--- src/rtl/ckstop_pkg.sv ---
package ckstop_pkg;

  typedef struct packed {
    logic run;
    logic en;
  } gate_t;

  localparam gate_t GATE_OPEN = '{run: 1'b1, en: 1'b1};

  function automatic logic gate_passes(gate_t g);
    return g.run & g.en;
  endfunction

endpackage

--- src/rtl/ckstop_sync.sv ---
module ckstop_sync #(
  parameter int   STAGES  = 2,
  parameter logic RST_VAL = 1'b1
) (
  input  logic clk,
  input  logic rst,
  input  logic d,
  output logic q
);
  logic [STAGES-1:0] chain;

  always_ff @(posedge clk) begin
    if (rst) begin
      chain <= {STAGES{RST_VAL}};
    end else begin
      chain[0] <= d;
      for (int i = 1; i < STAGES; i++) chain[i] <= chain[i-1];
    end
  end

  assign q = chain[STAGES-1];
endmodule

--- src/rtl/ckstop_edge_cap.sv ---
module ckstop_edge_cap #(
  parameter int DEPTH = 1
) (
  input  logic clk,
  input  logic rst,
  input  logic src,
  input  logic din,
  output logic q
);
  logic             src_d;
  logic [DEPTH-1:0] sh;
  logic             rise;

  assign rise = src & ~src_d;

  always_ff @(posedge clk) begin
    if (rst) begin
      src_d <= 1'b0;
      sh    <= {DEPTH{1'b1}};
    end else begin
      src_d <= src;
      if (rise) begin
        sh[0] <= din;
        for (int i = 1; i < DEPTH; i++) sh[i] <= sh[i-1];
      end
    end
  end

  assign q = sh[DEPTH-1];

  // the captured stop level only moves on a source rising edge
  p_hold_between_rises_r6: assert property (@(posedge clk) disable iff (rst)
    !rise |=> $stable(q));
endmodule

--- src/rtl/ckstop_gate.sv ---
module ckstop_gate
  import ckstop_pkg::*;
(
  input  logic clk,
  input  logic rst,
  input  logic src,
  input  logic run_req,
  input  logic en_req,
  output logic clk_o
);
  gate_t g;

  always_ff @(posedge clk) begin
    if (rst) begin
      g     <= GATE_OPEN;
      clk_o <= 1'b0;
    end else begin
      if (!src) g <= '{run: run_req, en: en_req};
      clk_o <= src & gate_passes(g);
    end
  end

  // output falls only after a low source, rises only after a high one
  p_fall_after_low_r4: assert property (@(posedge clk) disable iff (rst)
    $fell(clk_o) |-> !$past(src));
  p_rise_after_high_r4: assert property (@(posedge clk) disable iff (rst)
    $rose(clk_o) |-> $past(src));
  // gate state frozen while the source is high
  p_gate_frozen_high_r10: assert property (@(posedge clk) disable iff (rst)
    src |=> $stable(g));
endmodule

--- src/rtl/ckstop_pair.sv ---
module ckstop_pair
  import ckstop_pkg::*;
(
  input  logic clk,
  input  logic rst,
  input  logic src,
  input  logic run_req,
  input  logic en_req,
  output logic t_o,
  output logic c_o
);
  gate_t g;

  always_ff @(posedge clk) begin
    if (rst) begin
      g   <= GATE_OPEN;
      t_o <= 1'b0;
      c_o <= 1'b1;
    end else begin
      if (!src) g <= '{run: run_req, en: en_req};
      t_o <= src & gate_passes(g);
      c_o <= g.en ? ~(src & g.run) : 1'b0;
    end
  end

  // legs never high together, and complementary while enabled
  p_never_both_high_r11: assert property (@(posedge clk) disable iff (rst)
    !(t_o && c_o));
  p_comp_when_enabled_r11: assert property (@(posedge clk) disable iff (rst)
    g.en |=> (c_o != t_o));
  // true leg falls only after a low source
  p_pair_fall_after_low_r4: assert property (@(posedge clk) disable iff (rst)
    $fell(t_o) |-> !$past(src));
  // gate frozen while the source is high
  p_pair_gate_frozen_r10: assert property (@(posedge clk) disable iff (rst)
    src |=> $stable(g));
endmodule

--- src/rtl/ckstop_ctrl.sv ---
module ckstop_ctrl #(
  parameter int               N_PCI         = 6,
  parameter int               N_FREE        = 2,
  parameter int               N_CPU         = 2,
  parameter int               SYNC_STAGES   = 2,
  parameter int               PCI_CAPTURE   = 1,
  parameter int               CPU_CAPTURE   = 2,
  parameter logic [N_CPU-1:0] CPU_STOP_MASK = 2'b01
) (
  input  logic              clk,
  input  logic              rst,
  input  logic              pci_src,
  input  logic              cpu_src,
  input  logic              pci_stop_n,
  input  logic              cpu_stop_n,
  input  logic [N_PCI-1:0]  pci_en,
  input  logic [N_FREE-1:0] free_en,
  input  logic [N_CPU-1:0]  cpu_en,
  output logic [N_PCI-1:0]  pci_clk_o,
  output logic [N_FREE-1:0] free_clk_o,
  output logic [N_CPU-1:0]  cpu_t_o,
  output logic [N_CPU-1:0]  cpu_c_o
);
  logic pci_stop_s, cpu_stop_s;
  logic pci_run, cpu_run;

  ckstop_sync #(.STAGES(SYNC_STAGES), .RST_VAL(1'b1)) u_pci_sync (
    .clk(clk), .rst(rst), .d(pci_stop_n), .q(pci_stop_s));
  ckstop_sync #(.STAGES(SYNC_STAGES), .RST_VAL(1'b1)) u_cpu_sync (
    .clk(clk), .rst(rst), .d(cpu_stop_n), .q(cpu_stop_s));

  ckstop_edge_cap #(.DEPTH(PCI_CAPTURE)) u_pci_cap (
    .clk(clk), .rst(rst), .src(pci_src), .din(pci_stop_s), .q(pci_run));
  ckstop_edge_cap #(.DEPTH(CPU_CAPTURE)) u_cpu_cap (
    .clk(clk), .rst(rst), .src(cpu_src), .din(cpu_stop_s), .q(cpu_run));

  for (genvar i = 0; i < N_PCI; i++) begin : g_pci
    ckstop_gate u_gate (
      .clk(clk), .rst(rst), .src(pci_src), .run_req(pci_run),
      .en_req(pci_en[i]), .clk_o(pci_clk_o[i]));
  end

  for (genvar i = 0; i < N_FREE; i++) begin : g_free
    ckstop_gate u_gate (
      .clk(clk), .rst(rst), .src(pci_src), .run_req(1'b1),
      .en_req(free_en[i]), .clk_o(free_clk_o[i]));
  end

  for (genvar i = 0; i < N_CPU; i++) begin : g_cpu
    if (CPU_STOP_MASK[i]) begin : g_stoppable
      ckstop_pair u_pair (
        .clk(clk), .rst(rst), .src(cpu_src), .run_req(cpu_run),
        .en_req(cpu_en[i]), .t_o(cpu_t_o[i]), .c_o(cpu_c_o[i]));
    end else begin : g_fixed
      ckstop_pair u_pair (
        .clk(clk), .rst(rst), .src(cpu_src), .run_req(1'b1),
        .en_req(cpu_en[i]), .t_o(cpu_t_o[i]), .c_o(cpu_c_o[i]));
    end
  end

  // once the captured PCI request is stop and the source is low, ordinary outputs go low
  p_pci_low_when_stopped_r3: assert property (@(posedge clk) disable iff (rst)
    (!pci_run && !pci_src && !$past(pci_run)) |=> (pci_clk_o == '0));
endmodule

--- config.mk ---
export PLATFORM = sky130hd
export DESIGN_NAME = ckstop_ctrl
export DESIGN_NICKNAME = d
export VERILOG_FILES = /design/src/rtl/ckstop_pkg.sv /design/src/rtl/ckstop_sync.sv /design/src/rtl/ckstop_edge_cap.sv /design/src/rtl/ckstop_gate.sv /design/src/rtl/ckstop_pair.sv /design/src/rtl/ckstop_ctrl.sv
export SDC_FILE = /design/constraint.sdc
export NUM_CORES = 1
export LEC_CHECK = 0
export BUFFER_PORTS_ARGS = -buffer_cell sky130_fd_sc_hd__buf_2
export CORE_ASPECT_RATIO = 1.25
export CORE_MARGIN = 5
export CORE_UTILIZATION = 55
export DETAILED_ROUTE_END_ITERATION = 8
export HOLD_SLACK_MARGIN = 0.02
export PLACE_DENSITY = 0.82
export SYNTH_ARGS = -nofsm -noshare
export SYNTH_HDL_FRONTEND = slang
export SYNTH_SLANG_ARGS = --single-unit
--- constraint.sdc ---
create_clock -name clk -period 2.1 [get_ports clk]
set_clock_uncertainty 0.1 [all_clocks]
set_input_delay 0.105 -clock clk [delete_from_list [all_inputs] [get_ports clk]]
set_output_delay 0.105 -clock clk [all_outputs]
set_load 0.01 [all_outputs]
Word-level counts from Yosys, hierarchy flattened
Index checks and enable logic that the tools add are counted.
Widths: inputs -> output; s select.
{"block": "totals", "out_inout_bits": 12, "wordCells": 56, "regBits": 33}
{"block": "classes", "n_mux": 2, "bitwise_logic": 24}
{"operator": "$and 1x1->1", "count": 20}
{"operator": "$not 1->1", "count": 4}
{"operator": "$mux 1", "count": 2}

Depth between registers and ports, before layout
Gate-level depths: netlist of the first run.
{"block": "logic_depth", "depth_word": 3, "ltp_mapped": 4, "ltp_nobuf": 2}

Cells and area by module
A second synthesis of the first run with hierarchy kept.
{"block": "hier_totals", "hier_cells": 112, "hier_area_um2": 1358.8}
{"module": "ckstop_gate", "area_per_inst_um2": 100.1, "instances": 8, "cells_each": 8}
{"module": "ckstop_pair", "area_per_inst_um2": 130.1, "instances": 2, "cells_each": 11}
{"module": "ckstop_edge_cap (u_cpu_cap)", "area_per_inst_um2": 111.4, "instances": 1, "cells_each": 10}
{"module": "ckstop_sync", "area_per_inst_um2": 52.6, "instances": 2, "cells_each": 4}
{"module": "ckstop_edge_cap (u_pci_cap)", "area_per_inst_um2": 77.6, "instances": 1, "cells_each": 7}
{"module": "ckstop_ctrl", "area_per_inst_um2": 3.8, "instances": 1, "cells_each": 1}

Worst setup path before layout of the first run
OpenSTA, ideal clock, no wires.
{"block": "synth_timing", "path_type": "register to register", "start": "reg u_pci_cap.sh (netlist: u_pci_cap.q)", "end": "reg g_pci[4].u_gate.g[1] in the netlist's numbering", "path_buffers": 0, "arrival_ps": 628, "setup_slack_ps": 1253, "setup_ps": 120, "stages_incl_launch_ff": 3, "synth_period_minus_slack_ps": 847, "path_cell_list": "dfxtp_1 -> and2b_1 -> a211o_1"}
{"item": "start, declared", "line": "ckstop_edge_cap.sv:11", "text": "logic [DEPTH-1:0] sh;"}
{"item": "start signal, assigned", "line": "ckstop_edge_cap.sv:19", "text": "sh <= {DEPTH{1'b1}};"}
{"item": "end signal, assigned", "line": "ckstop_gate.sv:18", "text": "if (!src) g <= '{run: run_req, en: en_req};"}
{"item": "end, declared", "line": "ckstop_gate.sv:11", "text": "gate_t g;"}

==> results of run 1 <==
-- metal layers --
| layer | vias to the layer above | share of wire [%] | global-route usage (%) |
|---|---|---|---|
| li1 | 409 | - | - |
| met1 | 361 | 40 | 14.4 |
| met2 | 19 | 53 | 24.5 |
| met3 | 2 | 6.5 | 7.88 |
| met4 | 0 | 1.3 | 8.99 |
| met5 | - | 0 | 0 |
-- report_power, final --
part / switching, uW / total, uW / internal [uW] / leakage [uW]
registers: 12.5 / 674 / 662 / 0.000274
clock network: 190 / 384 / 194 / 0.0000413
logic: 49.9 / 117 / 67.5 / 0.000363
-- cell usage in the layout (no fill, tap or decap) --
cell           instances
o21ai_0                4
clkbuf_8               2
clkbuf_4               5
nand2_1                3
dlygate4sd3_1         15
mux2i_1                3
dfxtp_1               33
or2_1                  4
a211o_1                7
and2b_1                6
nor2b_1                5
and4b_1                1
inv_1                  5
and3b_4                1
buf_2                 27
a21oi_1                4
a21o_1                 2
clkinv_2               1
nor3b_1                1
and2_1                 6
nand3b_1               1
nor2_1                 7
nand2b_1               1
-- stage by stage --
step / power (uW) / cells / setup slack [ns] / hold slack (ns) / area [um^2]
CTS: 1190 / 164 / 0.602 / 0.0513 / 1430
floorplan: 774 / 112 / 1.25 / 0.0841 / 1190
detailed placement: 784 / 141 / 0.958 / 0.186 / 1210
global route: 1240 / 164 / 0.503 / 0.0475 / 1430
global placement: 779 / 141 / 0.979 / 0.186 / 1210
finish: 1180 / 164 / 0.530 / 0.0694 / 1430
-- final cells by class --
type                       count  area [um^2]  share of cell area [%]
clock buffer                   7         65.1                    4.56
clock inverter                 1         5.00                   0.351
inverter                       5         18.8                    1.32
multi-input combinational     56          367                    25.7
sequential                    33          661                    46.3
tap                           20         25.0                    1.75
timing repair buffer          42          285                    20.0
-- state kept, by name, indices dropped and copies added, names as in the netlist, 2 cells and up --
signal,flops
u_pci_sync.chain,2
g_free.u_gate.clk_o,2
g_cpu.g_stoppable.u_pair.g,2
u_cpu_sync.chain,2
g_pci.u_gate.g,7
g_pci.u_gate.clk_o,6
u_cpu_cap.sh,2
g_free.u_gate.g,2
-- worst register-to-register path, cell delays in order (launching register included) --
cell and delay (ns):
dfxtp_1 0.33, a211o_1 0.29, dlygate4sd3_1 0.56
-- final timing paths --
| kind | slack [ns] | startpoint | depth (start not counted) | to |
|---|---|---|---|---|
| worst max-delay path | 0.53 | cpu_src | 5 | g_cpu[0].g_stoppable.u_pair.g[0] |
| worst min-delay path | 0.07 | pci_src | 3 | g_free[1].u_gate.clk_o |
| worst max register to register | 0.71 | g_cpu[0].g_stoppable.u_pair.g[0] | 2 | g_cpu[0].g_stoppable.u_pair.g[0] |
| worst min register to register | 0.32 | u_pci_sync.chain[0] | 1 | u_pci_sync.chain[1] |
-- logic make-up (layout without fill, tap and decap cells) --
logic type / count (synthesis) / after routing / synth area share [%]
flops: 33 / 33 / 55.3
buf+inv: 23 / 55 / 13.9
simple gates: 36 / 36 / 18.4
compound gates: 17 / 17 / 9.75
mux: 3 / 3 / 2.52
-- repair_timing --
| item | CTS | global route |
|---|---|---|
| endpoints found under the hold margin | 16 | 0 |
| resized for setup | 0 | 0 |
| hold buffers | 15 | 0 |
| buffers inserted | 0 | 0 |
==> metrics, run 1 <==
vias in the first global route 772; Mean Syn Cell Area 10.7 um^2; CP Data Required Time 2.21 ns; Final Util 70.4%; async set-reset flop share out of synthesis 0%; YS warnings 0; slowest CP cell dlygate4sd3_1; WP data arrival 1.68 ns; critical path cell sequence dlygate4sd3_1 -> buf_2 -> nor2b_1 -> a211o_1 -> dlygate4sd3_1; Initial Util 58.9%; # clock sinks 33; Synth Flop Type dfxtp_1; Antenna Nets Post-Route 0; VDD IR max 0.596 mV; CTS tree built; largest cells by area after synthesis dfxtp_1 55%, buf_4 8.2%, a211o_1 5.1%; cell family with most CP delay buffers and inverters; routed vias 791; Clock H-tree levels 2; Crit path buffers/inverters 3; PortBufs 27; core region area 2030 um^2; clock buffer depth 2; DR iter-0 viols 9; first-pass GRT wire length 3230 um; first-pass iteration count of the detailed router 4; Syn Nets 128; # setup viols final 0; Slew Limit Fails 0; DRC errors left 0; WL final 1920 um; Area growth syn-to-layout 19.5%; Clock Latency Late Sink 0.32 ns; dpl hpwl 1170 um; clock-pin transition on the worst setup and hold timing paths 0.09 ns; Final period util 74.8%; RSZ-0062 raised after global routing no; die extent in x 51.7 um; post-synth top area cell dfxtp_1; critical path class primary input to register; Filler cells 164; setup_tns 0 ns; Worst Hold Class primary input to register; die height 62.1 um; CP Launch Type primary input; clock root cell clkbuf_4; Tot GR Track Use 14.7%; antenna violations before repair 0; post-synth top area share 55.3%; synthesized area 1190 um^2; # nets final 159; Post-Synthesis Cells 112; Max Cap Viol 0; drt wl/cell 11.7 um; Post-synth EDFFs 0; outcome completed; PwrDens 825 nW/um^2; Hold Fails Final Rpt 0; Cell Rows 18; RePlAce Congestion 0.668; layout cells sized above 1 25.0%; DIE AREA 3210 um^2; I/O pin cnt 28; CP Capture Type register; most used cell, CP dlygate4sd3_1; Rel. slew slack 68.5%; clock buffer count from CTS 5; synth unique cells 21; leakage power 0.000678 uW; f_max 637 MHz; Slew @ Worst Pin 0.472 ns; Crit Path Max Fanout 10; most common cell in the netlist dfxtp_1; sequential share of the synthesized area 55.3%; Synth top cells by count 33 x dfxtp_1, 13 x buf_4, 7 x a211o_1, 7 x nor2_1; post-DR vias/cell 4.82; GRT overflow 0; antenna cells 0; pin count of the biggest net entering global routing 31; CP max stage delay 0.56 ns; time the worst path needs with I/O delays and setup 1.57 ns; FF+latch count, synth 33
No activity file was read; power rests on OpenSTA's default activity.
==> run 2, diff against run 1 <==
--- a/config.mk
+++ b/config.mk
@@ -5,13 +5,14 @@
 export SDC_FILE = /design/constraint.sdc
 export NUM_CORES = 1
 export LEC_CHECK = 0
+export ABC_AREA = 1
 export BUFFER_PORTS_ARGS = -buffer_cell sky130_fd_sc_hd__buf_2
 export CORE_ASPECT_RATIO = 1.25
 export CORE_MARGIN = 5
-export CORE_UTILIZATION = 55
+export CORE_UTILIZATION = 50
 export DETAILED_ROUTE_END_ITERATION = 8
 export HOLD_SLACK_MARGIN = 0.02
-export PLACE_DENSITY = 0.82
+export PLACE_DENSITY = 0.77
 export SYNTH_ARGS = -nofsm -noshare
 export SYNTH_HDL_FRONTEND = slang
 export SYNTH_SLANG_ARGS = --single-unit
==> constraint.sdc (replaced) <==
create_clock -name clk -period 1.45 [get_ports clk]
set_clock_uncertainty 0.1 [all_clocks]
set_input_delay 0.0725 -clock clk [delete_from_list [all_inputs] [get_ports clk]]
set_output_delay 0.0725 -clock clk [all_outputs]
set_load 0.01 [all_outputs]
==> metrics, run 2 <==
Max Cap Viol 0; Synth Flop Type dfxtp_1; FF+latch count, synth 33; CTS tree built; die extent in x 52.2 um; CP max stage delay 0.54 ns; Post-synth EDFFs 0; Slew @ Worst Pin 0.224 ns; I/O pin cnt 28; max reg flops 7; synthesized area 1110 um^2; Biggest register g_pci.u_gate.g; Antenna Nets Post-Route 0; sequential share of the synthesized area 59.3%; Filler cells 175; routed vias 858; slowest CP cell dlygate4sd3_1; post-DR vias/cell 4.45; Worst Hold Class primary input to register; clock buffer depth 2; PwrDens 1170 nW/um^2; post-synth top area cell dfxtp_1; first-pass iteration count of the detailed router 4; most common cell after layout, fill and taps aside nand2_1; Rel. slew slack 85.0%; RSZ-0062 raised after global routing no; post-synth top area share 59.3%; WL final 2060 um; GRT overflow 0; synth unique cells 13; setup_tns 0 ns; die height 62.8 um; routed length on met1 822 um; VDD IR max 0.871 mV; critical path class primary input to register; clock root cell clkbuf_4; # clock sinks 33; Slew Limit Fails 0; WP data arrival 1.50 ns; vias in the first global route 839; drt wl/cell 10.7 um; async set-reset flop share out of synthesis 0%; f_max 727 MHz; cell family with most CP delay buffers and inverters; most common cell in the netlist nand2_1; routed wl met2 1040 um; leakage power 0.000705 uW; antenna violations before repair 0; # setup viols final 0; Area growth syn-to-layout 29.0%; largest registers g_pci.u_gate.g: 7 flops, g_pci.u_gate.clk_o: 6 flops; antenna cells 0; Synth top cells by count 34 x nand2_1, 33 x dfxtp_1, 17 x nand3_1; most used cell, CP dlygate4sd3_1; first-pass GRT wire length 3550 um; DIE AREA 3280 um^2; Cell Rows 19; DRC errors left 0; layout cells sized above 1 23.5%; YS warnings 0; Crit Path Max Fanout 7; Post-Synthesis Cells 122; Mean Syn Cell Area 9.13 um^2; Final period util 94.9%; CP Launch Type primary input; dpl hpwl 1220 um; clock buffer count from CTS 5; pin count of the biggest net entering global routing 20; Initial Util 51.5%; Hold Fails Final Rpt 0; DR iter-0 viols 14; CP Capture Type register; Syn Nets 138; CP Data Required Time 1.57 ns; Clock H-tree levels 2; # nets final 178; time the worst path needs with I/O delays and setup 1.38 ns; Tot GR Track Use 15.0%; outcome completed; clock-pin transition on the worst setup and hold timing paths 0.08 ns; PortBufs 27; Clock Latency Late Sink 0.33 ns; metal3 WL 119 um; Crit path buffers/inverters 4; top sig layer met4; largest cells by area after synthesis dfxtp_1 59%, nand2_1 11%, buf_4 8.1%; most frequent cells in the layout 34 x nand2_1, 33 x dfxtp_1, 25 x buf_2; RePlAce Congestion 0.810; core region area 2160 um^2; critical path cell sequence dlygate4sd3_1 -> buf_4 -> inv_2 -> nand2_1 -> nand3_1 -> dlygate4sd3_1; Power, Total 1690 uW
run 2: kinds of logic after synthesis:
| logic type | count (synthesis) | share of synthesized area, % |
|---|---|---|
| buf+inv | 20 | 13.8 |
| flops | 33 | 59.3 |
| simple gates | 69 | 26.9 |
run 2: what timing repair did:
| action | CTS | global route |
|---|---|---|
| resized for setup | 0 | 6 |
| endpoints found under the hold margin | 30 | 0 |
| hold buffers | 21 | 0 |
| endpoints found under the setup margin | 0 | 8 |
| setup buffers | 0 | 0 |
run 2: metal layers:
metal  up-vias  global-route usage, %
met5         -                      0
met4         0                   12.5
met3         8                   5.01
met2        22                   22.3
met1       381                   16.7
li1        447                      -
run 2: worst reg2reg max path, stage by stage (launching register included):
cell and delay (ns):
dfxtp_1 0.33, nand2_1 0.07, nand3_1 0.07, dlygate4sd3_1 0.55
run 2: worst paths after layout:
| kind | cells past startpoint | startpoint | end | slack, ns |
|---|---|---|---|---|
| max | 6 | cpu_src | g_cpu[1].g_fixed.u_pair.g[0] | 0.07 |
| min | 3 | rst | u_cpu_sync.chain[1] | 0.1 |
| max reg2reg | 3 | g_cpu[0].g_stoppable.u_pair.g[0] | g_cpu[0].g_stoppable.u_pair.g[0] | 0.23 |
| min reg2reg | 1 | u_cpu_sync.chain[0] | u_cpu_sync.chain[1] | 0.31 |
run 2: layout make-up:
type	count	area, um^2	area share (%)
clock buffers	7	55.1	3.83
inverters	5	26.3	1.83
multi-input cells	69	299	20.8
flip-flops and latches	33	661	46.0
well taps	31	38.8	2.70
repair buffers	48	357	24.8
run 2: through the flow:
step / cells / util, % / hold WS, ns / area (um^2) / setup slack (ns)
6_report: 193 / 66.4 / 0.0962 / 1440 / 0.0743
5_1_grt: 193 / 66.4 / 0.139 / 1440 / 0.0224
4_1_cts: 193 / 65.9 / 0.318 / 1430 / 0.0312
3_5_place_dp: 165 / 53.6 / 0.153 / 1160 / 0.638
3_3_place_gp: 165 / 53.6 / 0.151 / 1160 / 0.648
2_1_floorplan: 122 / - / 0.0696 / 1110 / 0.734
run 2: where the power goes:
part           switching, uW  internal [uW]  leakage, uW  total [uW]
logic                   97.4            101     0.000399         199
clock network            279            228    0.0000314         507
registers               15.9            963     0.000274         979
